### src/rtl/prio_shreg_pkg.sv
package prio_shreg_pkg;

    typedef enum logic [1:0] {
        OP_HOLD  = 2'b00,
        OP_LOAD  = 2'b01,
        OP_RIGHT = 2'b10,
        OP_LEFT  = 2'b11
    } op_e;

    typedef struct packed {
        logic load;
        logic right;
        logic left;
    } req_t;

    // Fixed Boolean encoding: load over right, right over left.
    function automatic op_e encode_req(req_t r);
        logic hi_bit;
        logic lo_bit;
        hi_bit = ~r.load & (r.right | r.left);
        lo_bit = r.load | (~r.right & r.left);
        return op_e'({hi_bit, lo_bit});
    endfunction

endpackage

### src/rtl/prio_shreg_enc.sv
module prio_shreg_enc
    import prio_shreg_pkg::*;
(
    input  req_t req,
    output op_e  op
);
    always_comb begin
        op = encode_req(req);
    end
endmodule

### src/rtl/prio_shreg_cell.sv
module prio_shreg_cell
    import prio_shreg_pkg::*;
(
    input  logic clk,
    input  logic rst,
    input  op_e  sel,
    input  logic par_d,
    input  logic upper_d,
    input  logic lower_d,
    output logic q_bit
);
    logic nxt;

    always_comb begin
        case (sel)
            OP_HOLD:  nxt = q_bit;
            OP_LOAD:  nxt = par_d;
            OP_RIGHT: nxt = upper_d;
            OP_LEFT:  nxt = lower_d;
            default:  nxt = q_bit;
        endcase
    end

    always_ff @(posedge clk) begin
        if (rst) q_bit <= 1'b0;
        else     q_bit <= nxt;
    end
endmodule

### src/rtl/prio_shreg.sv
module prio_shreg
    import prio_shreg_pkg::*;
#(
    parameter int WIDTH = 4
) (
    input  logic             clk,
    input  logic             rst,
    input  logic             load_req,
    input  logic             shr_req,
    input  logic             shl_req,
    input  logic [WIDTH-1:0] par_in,
    input  logic             shr_fill,
    input  logic             shl_fill,
    output logic [WIDTH-1:0] q,
    output logic [1:0]       op_code
);
    localparam int TOP = WIDTH - 1;

    req_t req;
    op_e  op_sel;

    assign req = '{load: load_req, right: shr_req, left: shl_req};

    prio_shreg_enc u_enc (
        .req (req),
        .op  (op_sel)
    );

    assign op_code = op_sel;

    for (genvar i = 0; i < WIDTH; i++) begin : g_bit
        logic upper_d;
        logic lower_d;
        if (i == TOP) begin : g_top
            assign upper_d = shr_fill;
        end else begin : g_mid_hi
            assign upper_d = q[i+1];
        end
        if (i == 0) begin : g_bot
            assign lower_d = shl_fill;
        end else begin : g_mid_lo
            assign lower_d = q[i-1];
        end

        prio_shreg_cell u_cell (
            .clk     (clk),
            .rst     (rst),
            .sel     (op_sel),
            .par_d   (par_in[i]),
            .upper_d (upper_d),
            .lower_d (lower_d),
            .q_bit   (q[i])
        );
    end
endmodule

### config.mk
export PLATFORM = sky130hd
export DESIGN_NAME = prio_shreg
export DESIGN_NICKNAME = d
export VERILOG_FILES = /design/src/rtl/prio_shreg_pkg.sv /design/src/rtl/prio_shreg_enc.sv /design/src/rtl/prio_shreg_cell.sv /design/src/rtl/prio_shreg.sv
export SDC_FILE = /design/constraint.sdc
export NUM_CORES = 1
export LEC_CHECK = 0
export ABC_CLOCK_PERIOD_IN_PS = 2100
export BUFFER_PORTS_ARGS = -buffer_cell sky130_fd_sc_hd__buf_2
export CELL_PAD_IN_SITES_DETAIL_PLACEMENT = 1
export CELL_PAD_IN_SITES_GLOBAL_PLACEMENT = 2
export CORE_AREA = 2 2 41 43
export CTS_CLUSTER_DIAMETER = 150
export DETAILED_ROUTE_END_ITERATION = 8
export DIE_AREA = 0 0 43 45
export GPL_TIMING_DRIVEN = 0
export HOLD_SLACK_MARGIN = 0.1
export PLACE_DENSITY = 0.73
export SYNTH_ARGS = -nofsm -noshare
export SYNTH_HDL_FRONTEND = slang
export SYNTH_SLANG_ARGS = --single-unit
### constraint.sdc
create_clock -name clk -period 2.1 [get_ports clk]
set_clock_uncertainty 0.05 [all_clocks]
set_input_delay 0 -clock clk [delete_from_list [all_inputs] [get_ports clk]]
set_output_delay 0 -clock clk [all_outputs]
set_load 0.01 [all_outputs]
==> impl_metrics.yaml, run 1 <==
outcome:
  status: "finished, final reports clean"
yosys:
  synth_cell_type_count: 13
  synth_top_area_share_pct: 29.2
  synth.area.top_cells: "dfxtp_1 (29%), or3b_1 (13%), buf_4 (11%)"
  yosysTopAreaCell: "dfxtp_1"
  synth_area_sq_um: 274
  yosysWarnings: 0
  ys_ff_latch: 4
  ys_seq_area_share_pct: 29.2
  syn_inst: 35
  syn_avg_cell_area_sq_um: 7.83
  syn_nets: 46
sta:
  period_needed_ns: 1.63
  rsz0062_at_grt: "false"
  max_freq_mhz: 614
  setup_viol: 0
  period_share_pct: 77.6
  final_max_slew_viol_count: 0
  finalSetupTns_ns: 0
  max_slew_margin_pct: 88.2
  hold_viol_final: 0
  tightest_slew_ns: 0.175
layout:
  top_register: "g_bit.u_cell.q_bit"
  nNetsFinal: 74
  fin_util_pct: 31.7
  reg.largest.list: "g_bit.u_cell.q_bit (4)"
  antenna_cells: 0
  largest_register_ffs: 4
  instances_no_fill: 77
  num-fill-cells: 190
  drive_gt1_share_pct: 39.3
  syn2layout_area_growth_pct: 70.3
floorplanning:
  die_h_microns: 45
  die_w_microns: 43
  floorplan.initialDensity_pct: 18.6
  rows: 14
  io_pins: 17
  core_sq_um: 1470
  die-area_sq_um: 1940
detailed_routing:
  drtPass1Iterations: 4
  wl_per_cell_microns: 11.5
  wirelength_microns: 882
  vias_per_cell: 4.43
  dr_total_vias: 341
  drtIter0Drc: 2
  drc: 0
  antenna_left: 0
clock_network:
  cts_tree: "done"
  cts.sinks: 4
  numCtsBuffers: 3
  ctsLongestPathBuffers: 2
  cts-root-buf: "clkbuf_4"
  clk_pin_slew_worst_paths_ns: 0.04
  clock_latency_ns: 0.24
  cts_htree_levels: 1
pwr:
  power.switching_uw: 69.8
  clkPwrFrac_pct: 37.8
  leakagePower_nw: 0.232
  power.density_nw_per_um2: 561
  power.internal_uw: 192
  pwr-share-seq_pct: 33.6
  combinationalPowerShare_pct: 28.6
  ir_drop_mv: 0.191
  p_sw_share_pct: 26.7
setup_path:
  r2r_setup_slack_ns: 0.47
  crit_buf_inv: 1
  worstPathArrival_ns: 1.70
  critPathTopFamily: "buffers and inverters"
  slowest_delay_ns: 0.55
  criticalPathCategory: "register to register"
  cp_cell_sequence: "or3b_1 > a21oi_1 > nor3_1 > dlygate4sd3_1"
  cp_slowest_cell: "dlygate4sd3_1"
  critPathRequiredTime_ns: 2.17
  startpoint_type: "register"
  cp_max_fo: 4
  cp-end-kind: "register"
flow_run:
  cap_violations: 0
global_routing:
  overflow: 0
  grt_pass1_wl_mm: 1.46
  grt_use_total_pct: 10.5
  grt_pass1_vias: 360
  grt_start_max_net_pins: 11
  antenna_found_initial: 0
placement:
  dp.cells: 67
  portBuffers: 16
  place.gp.congestion: 0.706
min_path:
  hp-class: "input port to register"
[worst min-delay path, stage by stage]
cell     delay [ns]
buf_2          0.07
or2b_1         0.08
a21oi_1        0.07
nor3_1         0.15
[cells in the mapped netlist, drive strengths merged]
cell	n
buf	5
a21oi	4
dfxtp	4
nor3	4
o22ai	4
or3b	4
nand2b	3
inv	2
nor2	2
o21ai	1
or2b	1
or3	1
[metrics by stage]
step | setup WS, ns | hold WS, ns | power, mW | area [sq um]
2_1_floorplan | 1.09 | -0.00247 | 0.125 | 274
3_3_place_gp | 0.987 | 0.181 | 0.151 | 374
3_5_place_dp | 1.01 | 0.183 | 0.152 | 374
4_1_cts | 0.483 | 0.137 | 0.265 | 467
5_1_grt | 0.363 | 0.141 | 0.281 | 467
6_report | 0.471 | 0.131 | 0.262 | 467
[power by group through the flow]
stage                     Combinational, mW  Sequential, mW  Clock (mW)
after floorplan                      0.0376          0.0876           0
after global placement               0.0617          0.0897           0
after detailed placement             0.0625          0.0892           0
after CTS                            0.0751          0.0882       0.102
after global routing                 0.0821          0.0892       0.109
final                                0.0747          0.0880      0.0990
[routing by layer]
layer	GRT usage, %	up-vias	share of wire, %
met2	20.6	12	52
li1	-	174	-
met3	4.80	0	5.8
met4	3.64	0	0
met5	0	-	0
met1	9.49	155	42
[cells in the final DEF, fill, tap and decap left out, drive strengths merged]
master	count
clkbuf	3
nor2	2
or3b	4
buf	21
nand2b	3
inv	2
o21ai	1
or3	1
dlygate4sd3	7
or2b	1
nor3	4
dfxtp	4
o22ai	4
a21oi	4
[path summary, 6_finish.rpt]
| check | from | end | cells past startpoint |
|---|---|---|---|
| hold / removal | shr_fill | g_bit[3].u_cell.q_bit$_SDFFE_PP0P_ | 4 |
| setup / recovery | g_bit[1].u_cell.q_bit$_SDFFE_PP0P_ | g_bit[2].u_cell.q_bit$_SDFFE_PP0P_ | 4 |
| hold reg to reg | g_bit[3].u_cell.q_bit$_SDFFE_PP0P_ | g_bit[3].u_cell.q_bit$_SDFFE_PP0P_ | 2 |
| setup reg to reg | g_bit[1].u_cell.q_bit$_SDFFE_PP0P_ | g_bit[2].u_cell.q_bit$_SDFFE_PP0P_ | 4 |
[what timing repair did]
action	CTS	global route
hold buffers	7	0
hold endpoints to repair	4	0
buffers inserted	0	0
gates resized for setup	0	0
[area by class of cell]
class	count	area, sq um	area share (%)
Buffer	5	41.3	8.85
Clock buffer	3	22.5	4.83
Inverter	2	7.51	1.61
Multi-Input combinational cell	24	145	31.1
Sequential cell	4	80.1	17.2
Tap cell	16	20.0	4.29
Timing Repair Buffer	23	150	32.2
[cells by family after synthesis]
family,Yosys count,synth area share [%]
simple gates,15,34.7
compound gates,9,18.3
buf+inv,7,17.8
flops,4,29.2
Power figures use the tool's default switching activity.
==> inputs of run 2 (changes only) <==
--- a/config.mk
+++ b/config.mk
@@ -5,17 +5,18 @@
 export SDC_FILE = /design/constraint.sdc
 export NUM_CORES = 1
 export LEC_CHECK = 0
-export ABC_CLOCK_PERIOD_IN_PS = 2100
+export ABC_AREA = 1
+export ABC_CLOCK_PERIOD_IN_PS = 1400
 export BUFFER_PORTS_ARGS = -buffer_cell sky130_fd_sc_hd__buf_2
 export CELL_PAD_IN_SITES_DETAIL_PLACEMENT = 1
 export CELL_PAD_IN_SITES_GLOBAL_PLACEMENT = 2
-export CORE_AREA = 2 2 41 43
+export CORE_AREA = 2 2 48 50
 export CTS_CLUSTER_DIAMETER = 150
 export DETAILED_ROUTE_END_ITERATION = 8
-export DIE_AREA = 0 0 43 45
+export DIE_AREA = 0 0 50 52
 export GPL_TIMING_DRIVEN = 0
 export HOLD_SLACK_MARGIN = 0.1
-export PLACE_DENSITY = 0.73
+export PLACE_DENSITY = 0.69
 export SYNTH_ARGS = -nofsm -noshare
 export SYNTH_HDL_FRONTEND = slang
 export SYNTH_SLANG_ARGS = --single-unit
==> constraint.sdc (replaced) <==
create_clock -name clk -period 1.4 [get_ports clk]
set_clock_uncertainty 0.05 [all_clocks]
set_input_delay 0 -clock clk [delete_from_list [all_inputs] [get_ports clk]]
set_output_delay 0 -clock clk [all_outputs]
set_load 0.01 [all_outputs]
==> impl_metrics.yaml, run 2 <==
clock_network:
  ctsLongestPathBuffers: 2
  cts_htree_levels: 1
  clock_latency_ns: 0.23
  cts_tree: "done"
  cts-root-buf: "clkbuf_4"
  clk_pin_slew_worst_paths_ns: 0.04
  cts.sinks: 4
  numCtsBuffers: 3
layout:
  reg.largest.list: "g_bit.u_cell.q_bit (4)"
  antenna_cells: 0
  drive_gt1_share_pct: 50.6
  fin_util_pct: 26.3
  largest_register_ffs: 4
  stdcell_area_sq_um: 554
  most-common-layout-cells: "buf_2 (16), nand2_1 (8), inv_1 (8)"
  final_common_cell: "buf_2"
  nNetsFinal: 94
  num-fill-cells: 271
  multi_input_area_sq_um: 193
  top_register: "g_bit.u_cell.q_bit"
  syn2layout_area_growth_pct: 56.0
  regArea_sq_um: 81.3
global_routing:
  grt_pass1_vias: 403
  grt_use_total_pct: 8.18
  grt_start_max_net_pins: 9
  antenna_found_initial: 0
  grt_pass1_wl_mm: 1.58
  overflow: 0
yosys:
  synth_top_cells_by_count: "inv_1 (9), nand2_1 (8), inv_2 (5), nand3_1 (5)"
  ys_ff_latch: 4
  syn_avg_cell_area_sq_um: 6.35
  synth_top_area_share_pct: 22.5
  synth.area.top_cells: "dfxtp_1 (23%), inv_1 (9.5%), nand3_2 (8.5%)"
  ys_seq_area_share_pct: 22.5
  synth_edf_count: 0
  synth_ff_type: "dfxtp_1"
  yosysTopAreaCell: "dfxtp_1"
  syn_inst: 56
  synth_most_common_cell: "inv_1"
  yosysWarnings: 0
  synth_cell_type_count: 15
  synth_area_sq_um: 355
  ys_async_sr_fraction_pct: 0
  syn_nets: 67
setup_path:
  reg2reg_depth: 7
  cp_slowest_cell: "dlygate4sd3_1"
  startpoint_type: "register"
  crit_cells: 7
  crit_buf_inv: 3
  cp_cell_sequence: "nand3_1 > nand2_2 > inv_2 > nand3_2 > nand2_1 > dlygate4sd3_1 > inv_1"
  criticalPathCategory: "register to register"
  reg2reg_from: "g_bit[3].u_cell.q_bit$_SDFFE_PP0P_"
  r2r_setup_slack_ns: 0.05
  startpoint: "g_bit[3].u_cell.q_bit$_SDFFE_PP0P_"
  cp_max_fo: 3
  critPathRequiredTime_ns: 1.48
  worstPathArrival_ns: 1.43
  cp-endpoint: "g_bit[2].u_cell.q_bit$_SDFFE_PP0P_"
  slowest_delay_ns: 0.54
  critPathTopFamily: "buffers and inverters"
  cp-end-kind: "register"
  reg2reg_to: "g_bit[2].u_cell.q_bit$_SDFFE_PP0P_"
floorplanning:
  die_w_microns: 50
  rows: 17
  io_pins: 17
  die_h_microns: 52
  die-area_sq_um: 2600
  floorplan.initialDensity_pct: 16.9
  core_sq_um: 2110
flow_run:
  cap_violations: 0
placement:
  place.gp.congestion: 0.683
  hpwl_microns: 776
  dpl_cell_area_sq_um: 470
  portBuffers: 16
sta:
  setup_viol: 0
  rsz0062_at_grt: "true"
  period_share_pct: 96.4
  fin_hold_ws_ns: 0.0984
  final_max_slew_viol_count: 0
  period_needed_ns: 1.35
  finalSetupTns_ns: 0
  hold_viol_final: 0
  tightest_slew_ns: 0.218
  max_freq_mhz: 741
  max_slew_margin_pct: 85.3
detailed_routing:
  wl_per_cell_microns: 9.13
  drtPass1Iterations: 3
  antenna_left: 0
  drc: 0
  wirelength_microns: 995
  dr_total_vias: 432
  vias_per_cell: 3.96
  drtIter0Drc: 3
pwr:
  leakagePower_nw: 0.323
  power.density_nw_per_um2: 722
  ir_drop_mv: 0.250
min_path:
  hp-class: "input port to register"
outcome:
  status: "finished, final reports clean"
==> run 2: layer usage <==
metal	vias to the layer above	wire, microns	GRT usage [%]
met3	4	76	1.72
met2	17	438	13.4
li1	222	-	-
met5	-	0	0
met1	189	468	9.03
met4	0	11	6.94
==> run 2: final cells by class <==
cell class / count / share of cell area, %
multi-input combinational: 34 / 34.8
buffer: 4 / 5.42
timing repair buffer: 22 / 25.3
inverter: 14 / 9.48
clock buffer: 3 / 4.06
tap: 28 / 6.32
sequential: 4 / 14.7
==> run 2: tightest hold or removal path: cells and delay by family <==
kind	cells	cell delay, ns
buffers and inverters	2	0.12
AND/OR/NAND/NOR	3	0.23
==> run 2: worst min-delay path by stage <==
stage	cells past startpoint	start	slack, ns	to
2_1_floorplan	2	shl_req	0.09	op_code[1]
3_3_place_gp	5	par_in[0]	0.26	g_bit[0].u_cell.q_bit$_SDFFE_PP0P_
3_5_place_dp	5	par_in[2]	0.27	g_bit[2].u_cell.q_bit$_SDFFE_PP0P_
4_1_cts	5	shl_fill	0.10	g_bit[0].u_cell.q_bit$_SDFFE_PP0P_
5_1_grt	5	shl_fill	0.16	g_bit[0].u_cell.q_bit$_SDFFE_PP0P_
6_report	5	shl_fill	0.1	g_bit[0].u_cell.q_bit$_SDFFE_PP0P_
==> run 2: kinds of logic (layout without fill, tap and decap cells) <==
group | Yosys count | in the layout | share of synthesized area (%)
DFF | 4 | 4 | 22.5
buffers and inverters | 18 | 43 | 23.2
AOI/OAI and AO/OA | 5 | 5 | 8.10
and+or+nand+nor | 29 | 29 | 46.1
==> run 2: stage by stage <==
stage               instances  setup slack [ns]  total power, mW
floorplan                  56             0.632            0.203
global placement          100             0.554            0.247
detailed placement        100             0.550            0.248
CTS                       109            0.0364            0.409
global route              109           -0.0168            0.429
finish                    109            0.0506            0.400
==> run 2: what timing repair did <==
item	in CTS	in global routing
setup endpoints to repair	0	2
gates resized for setup	0	2
hold endpoints to repair	4	0
setup buffers	0	0
hold buffers	6	0
==> run 2: where the power goes <==
| group | internal, mW | switching, mW | total (mW) |
|---|---|---|---|
| combinational | 0.0635 | 0.0636 | 0.127 |
| clock | 0.0957 | 0.0442 | 0.140 |
| sequential | 0.124 | 0.00863 | 0.133 |
==> inputs of run 3 (changes only) <==
--- a/config.mk
+++ b/config.mk
@@ -6,17 +6,17 @@
 export NUM_CORES = 1
 export LEC_CHECK = 0
 export ABC_AREA = 1
-export ABC_CLOCK_PERIOD_IN_PS = 1400
+export ABC_CLOCK_PERIOD_IN_PS = 1300
 export BUFFER_PORTS_ARGS = -buffer_cell sky130_fd_sc_hd__buf_2
 export CELL_PAD_IN_SITES_DETAIL_PLACEMENT = 1
 export CELL_PAD_IN_SITES_GLOBAL_PLACEMENT = 2
-export CORE_AREA = 2 2 48 50
+export CORE_AREA = 2 2 46 48
 export CTS_CLUSTER_DIAMETER = 150
 export DETAILED_ROUTE_END_ITERATION = 8
-export DIE_AREA = 0 0 50 52
+export DIE_AREA = 0 0 48 50
 export GPL_TIMING_DRIVEN = 0
 export HOLD_SLACK_MARGIN = 0.1
-export PLACE_DENSITY = 0.69
+export PLACE_DENSITY = 0.72
 export SYNTH_ARGS = -nofsm -noshare
 export SYNTH_HDL_FRONTEND = slang
 export SYNTH_SLANG_ARGS = --single-unit
==> constraint.sdc (replaced) <==
create_clock -name clk -period 1.3 [get_ports clk]
set_clock_uncertainty 0.05 [all_clocks]
set_input_delay 0 -clock clk [delete_from_list [all_inputs] [get_ports clk]]
set_output_delay 0 -clock clk [all_outputs]
set_load 0.01 [all_outputs]
==> impl_metrics.yaml, run 3 (synthesized netlist as in run 2, its figures left out) <==
outcome:
  status: "finished, final reports clean"
floorplanning:
  floorplan.initialDensity_pct: 18.7
  die_w_microns: 48
  rows: 16
  core_sq_um: 1900
  io_pins: 17
  die-area_sq_um: 2400
  die_h_microns: 50
layout:
  final_common_cell: "buf_2"
  reg.largest.list: "g_bit.u_cell.q_bit (4)"
  instances_no_fill: 109
  syn2layout_area_growth_pct: 58.1
  fin_util_pct: 29.5
  drive_gt1_share_pct: 47.6
  nNetsFinal: 95
  largest_register_ffs: 4
  antenna_cells: 0
  most-common-layout-cells: "buf_2 (16), inv_1 (9), nand2_1 (8)"
  top_register: "g_bit.u_cell.q_bit"
global_routing:
  antenna_found_initial: 0
  overflow: 0
  grt_pass1_vias: 392
  grt_use_total_pct: 9.47
  grt_pass1_wl_mm: 1.55
  grt_start_max_net_pins: 9
sta:
  max_freq_mhz: 1100
  rsz0062_at_grt: "false"
  finalSetupTns_ns: 0
  setup_viol: 0
  period_needed_ns: 0.907
  period_share_pct: 69.7
  tightest_slew_ns: 0.187
  final_max_slew_viol_count: 0
  fin_ws_ns: 0.393
  max_slew_margin_pct: 87.4
  hold_viol_final: 0
clock_network:
  ctsLongestPathBuffers: 2
  cts_htree_levels: 1
  cts.repair.resized: 0
  clock_latency_ns: 0.23
  post_cts_buffers: 0
  clk_pin_slew_worst_paths_ns: 0.04
  numCtsBuffers: 3
  hold_buffers: 7
  cts-root-buf: "clkbuf_4"
  cts.sinks: 4
  cts_tree: "done"
setup_path:
  cp_max_fo: 4
  critPathRequiredTime_ns: 1.25
  cp-end-kind: "primary output"
  worstPathArrival_ns: 0.86
  criticalPathCategory: "register to primary output"
  startpoint_type: "register"
detailed_routing:
  wirelength_mm: 1.02
  drc: 0
  vias_per_cell: 3.87
  drtIter0Drc: 0
  wl_per_cell_microns: 9.36
  dr_total_vias: 422
  drtPass1Iterations: 1
  antenna_left: 0
placement:
  portBuffers: 16
  place.gp.congestion: 0.730
  pre_cts_ws_ns: 0.443
  dp.cells: 99
pwr:
  power.density_nw_per_um2: 766
  leakagePower_nw: 0.328
  ir_drop_mv: 0.209
min_path:
  hp-class: "input port to register"
flow_run:
  cap_violations: 0
==> run 3: cell count changes in the layout (fill, tap and decap cells not counted) <==
| cell | previous run | this run |
|---|---|---|
| dfxtp_2 | 1 | 0 |
| inv_2 | 6 | 5 |
| inv_1 | 8 | 9 |
| dlygate4sd3_1 | 6 | 7 |
| dfxtp_1 | 3 | 4 |
==> run 3: critical path, stage by stage (launching register included) <==
cell     delay (ns)
dfxtp_1        0.38
buf_4          0.13
buf_2          0.11
==> run 3: worst paths after layout <==
| kind | slack (ns) | endpoint | cells past startpoint | start |
|---|---|---|---|---|
| worst min register to register | 0.52 | g_bit[0].u_cell.q_bit$_SDFFE_PP0P_ | 4 | g_bit[0].u_cell.q_bit$_SDFFE_PP0P_ |
| worst max register to register | 0.46 | g_bit[0].u_cell.q_bit$_SDFFE_PP0P_ | 6 | g_bit[1].u_cell.q_bit$_SDFFE_PP0P_ |
| worst max-delay path | 0.39 | q[1] | 2 | g_bit[1].u_cell.q_bit$_SDFFE_PP0P_ |
| worst min-delay path | 0.14 | g_bit[3].u_cell.q_bit$_SDFFE_PP0P_ | 5 | load_req |
==> run 3: final cells by class <==
class | instances | area [sq um]
Buffer | 4 | 30.0
Clock buffer | 3 | 22.5
Fill cell | 243 | 1340
Inverter | 14 | 52.6
Multi-Input combinational cell | 34 | 193
Sequential cell | 4 | 80.1
Tap cell | 27 | 33.8
Timing Repair Buffer | 23 | 150
==> run 3: through the flow <==
step | hold WS [ns] | total power [mW] | cell area (sq um)
CTS | 0.140 | 0.448 | 562
global placement | 0.258 | 0.265 | 469
detailed placement | 0.265 | 0.267 | 469
global route | 0.183 | 0.466 | 562
finish | 0.143 | 0.430 | 562
floorplan | 0.0865 | 0.219 | 355
==> run 3: where the power goes <==
| group | internal [mW] | switching (mW) | leakage (nW) |
|---|---|---|---|
| Sequential | 0.133 | 0.00910 | 0.0332 |
| Clock | 0.103 | 0.0483 | 0.0138 |
| Combinational | 0.0684 | 0.0680 | 0.281 |
| Total | 0.305 | 0.125 | 0.328 |
==> run 3: layer usage <==
metal,share of wire [%],vias to the layer above,global-route usage (%),routed length [microns]
li1,-,225,-,-
met1,45,181,9.87,462
met2,49,14,14.9,497
met3,4.7,2,2.20,48
met4,1.2,0,8.11,12
met5,0,-,0,0
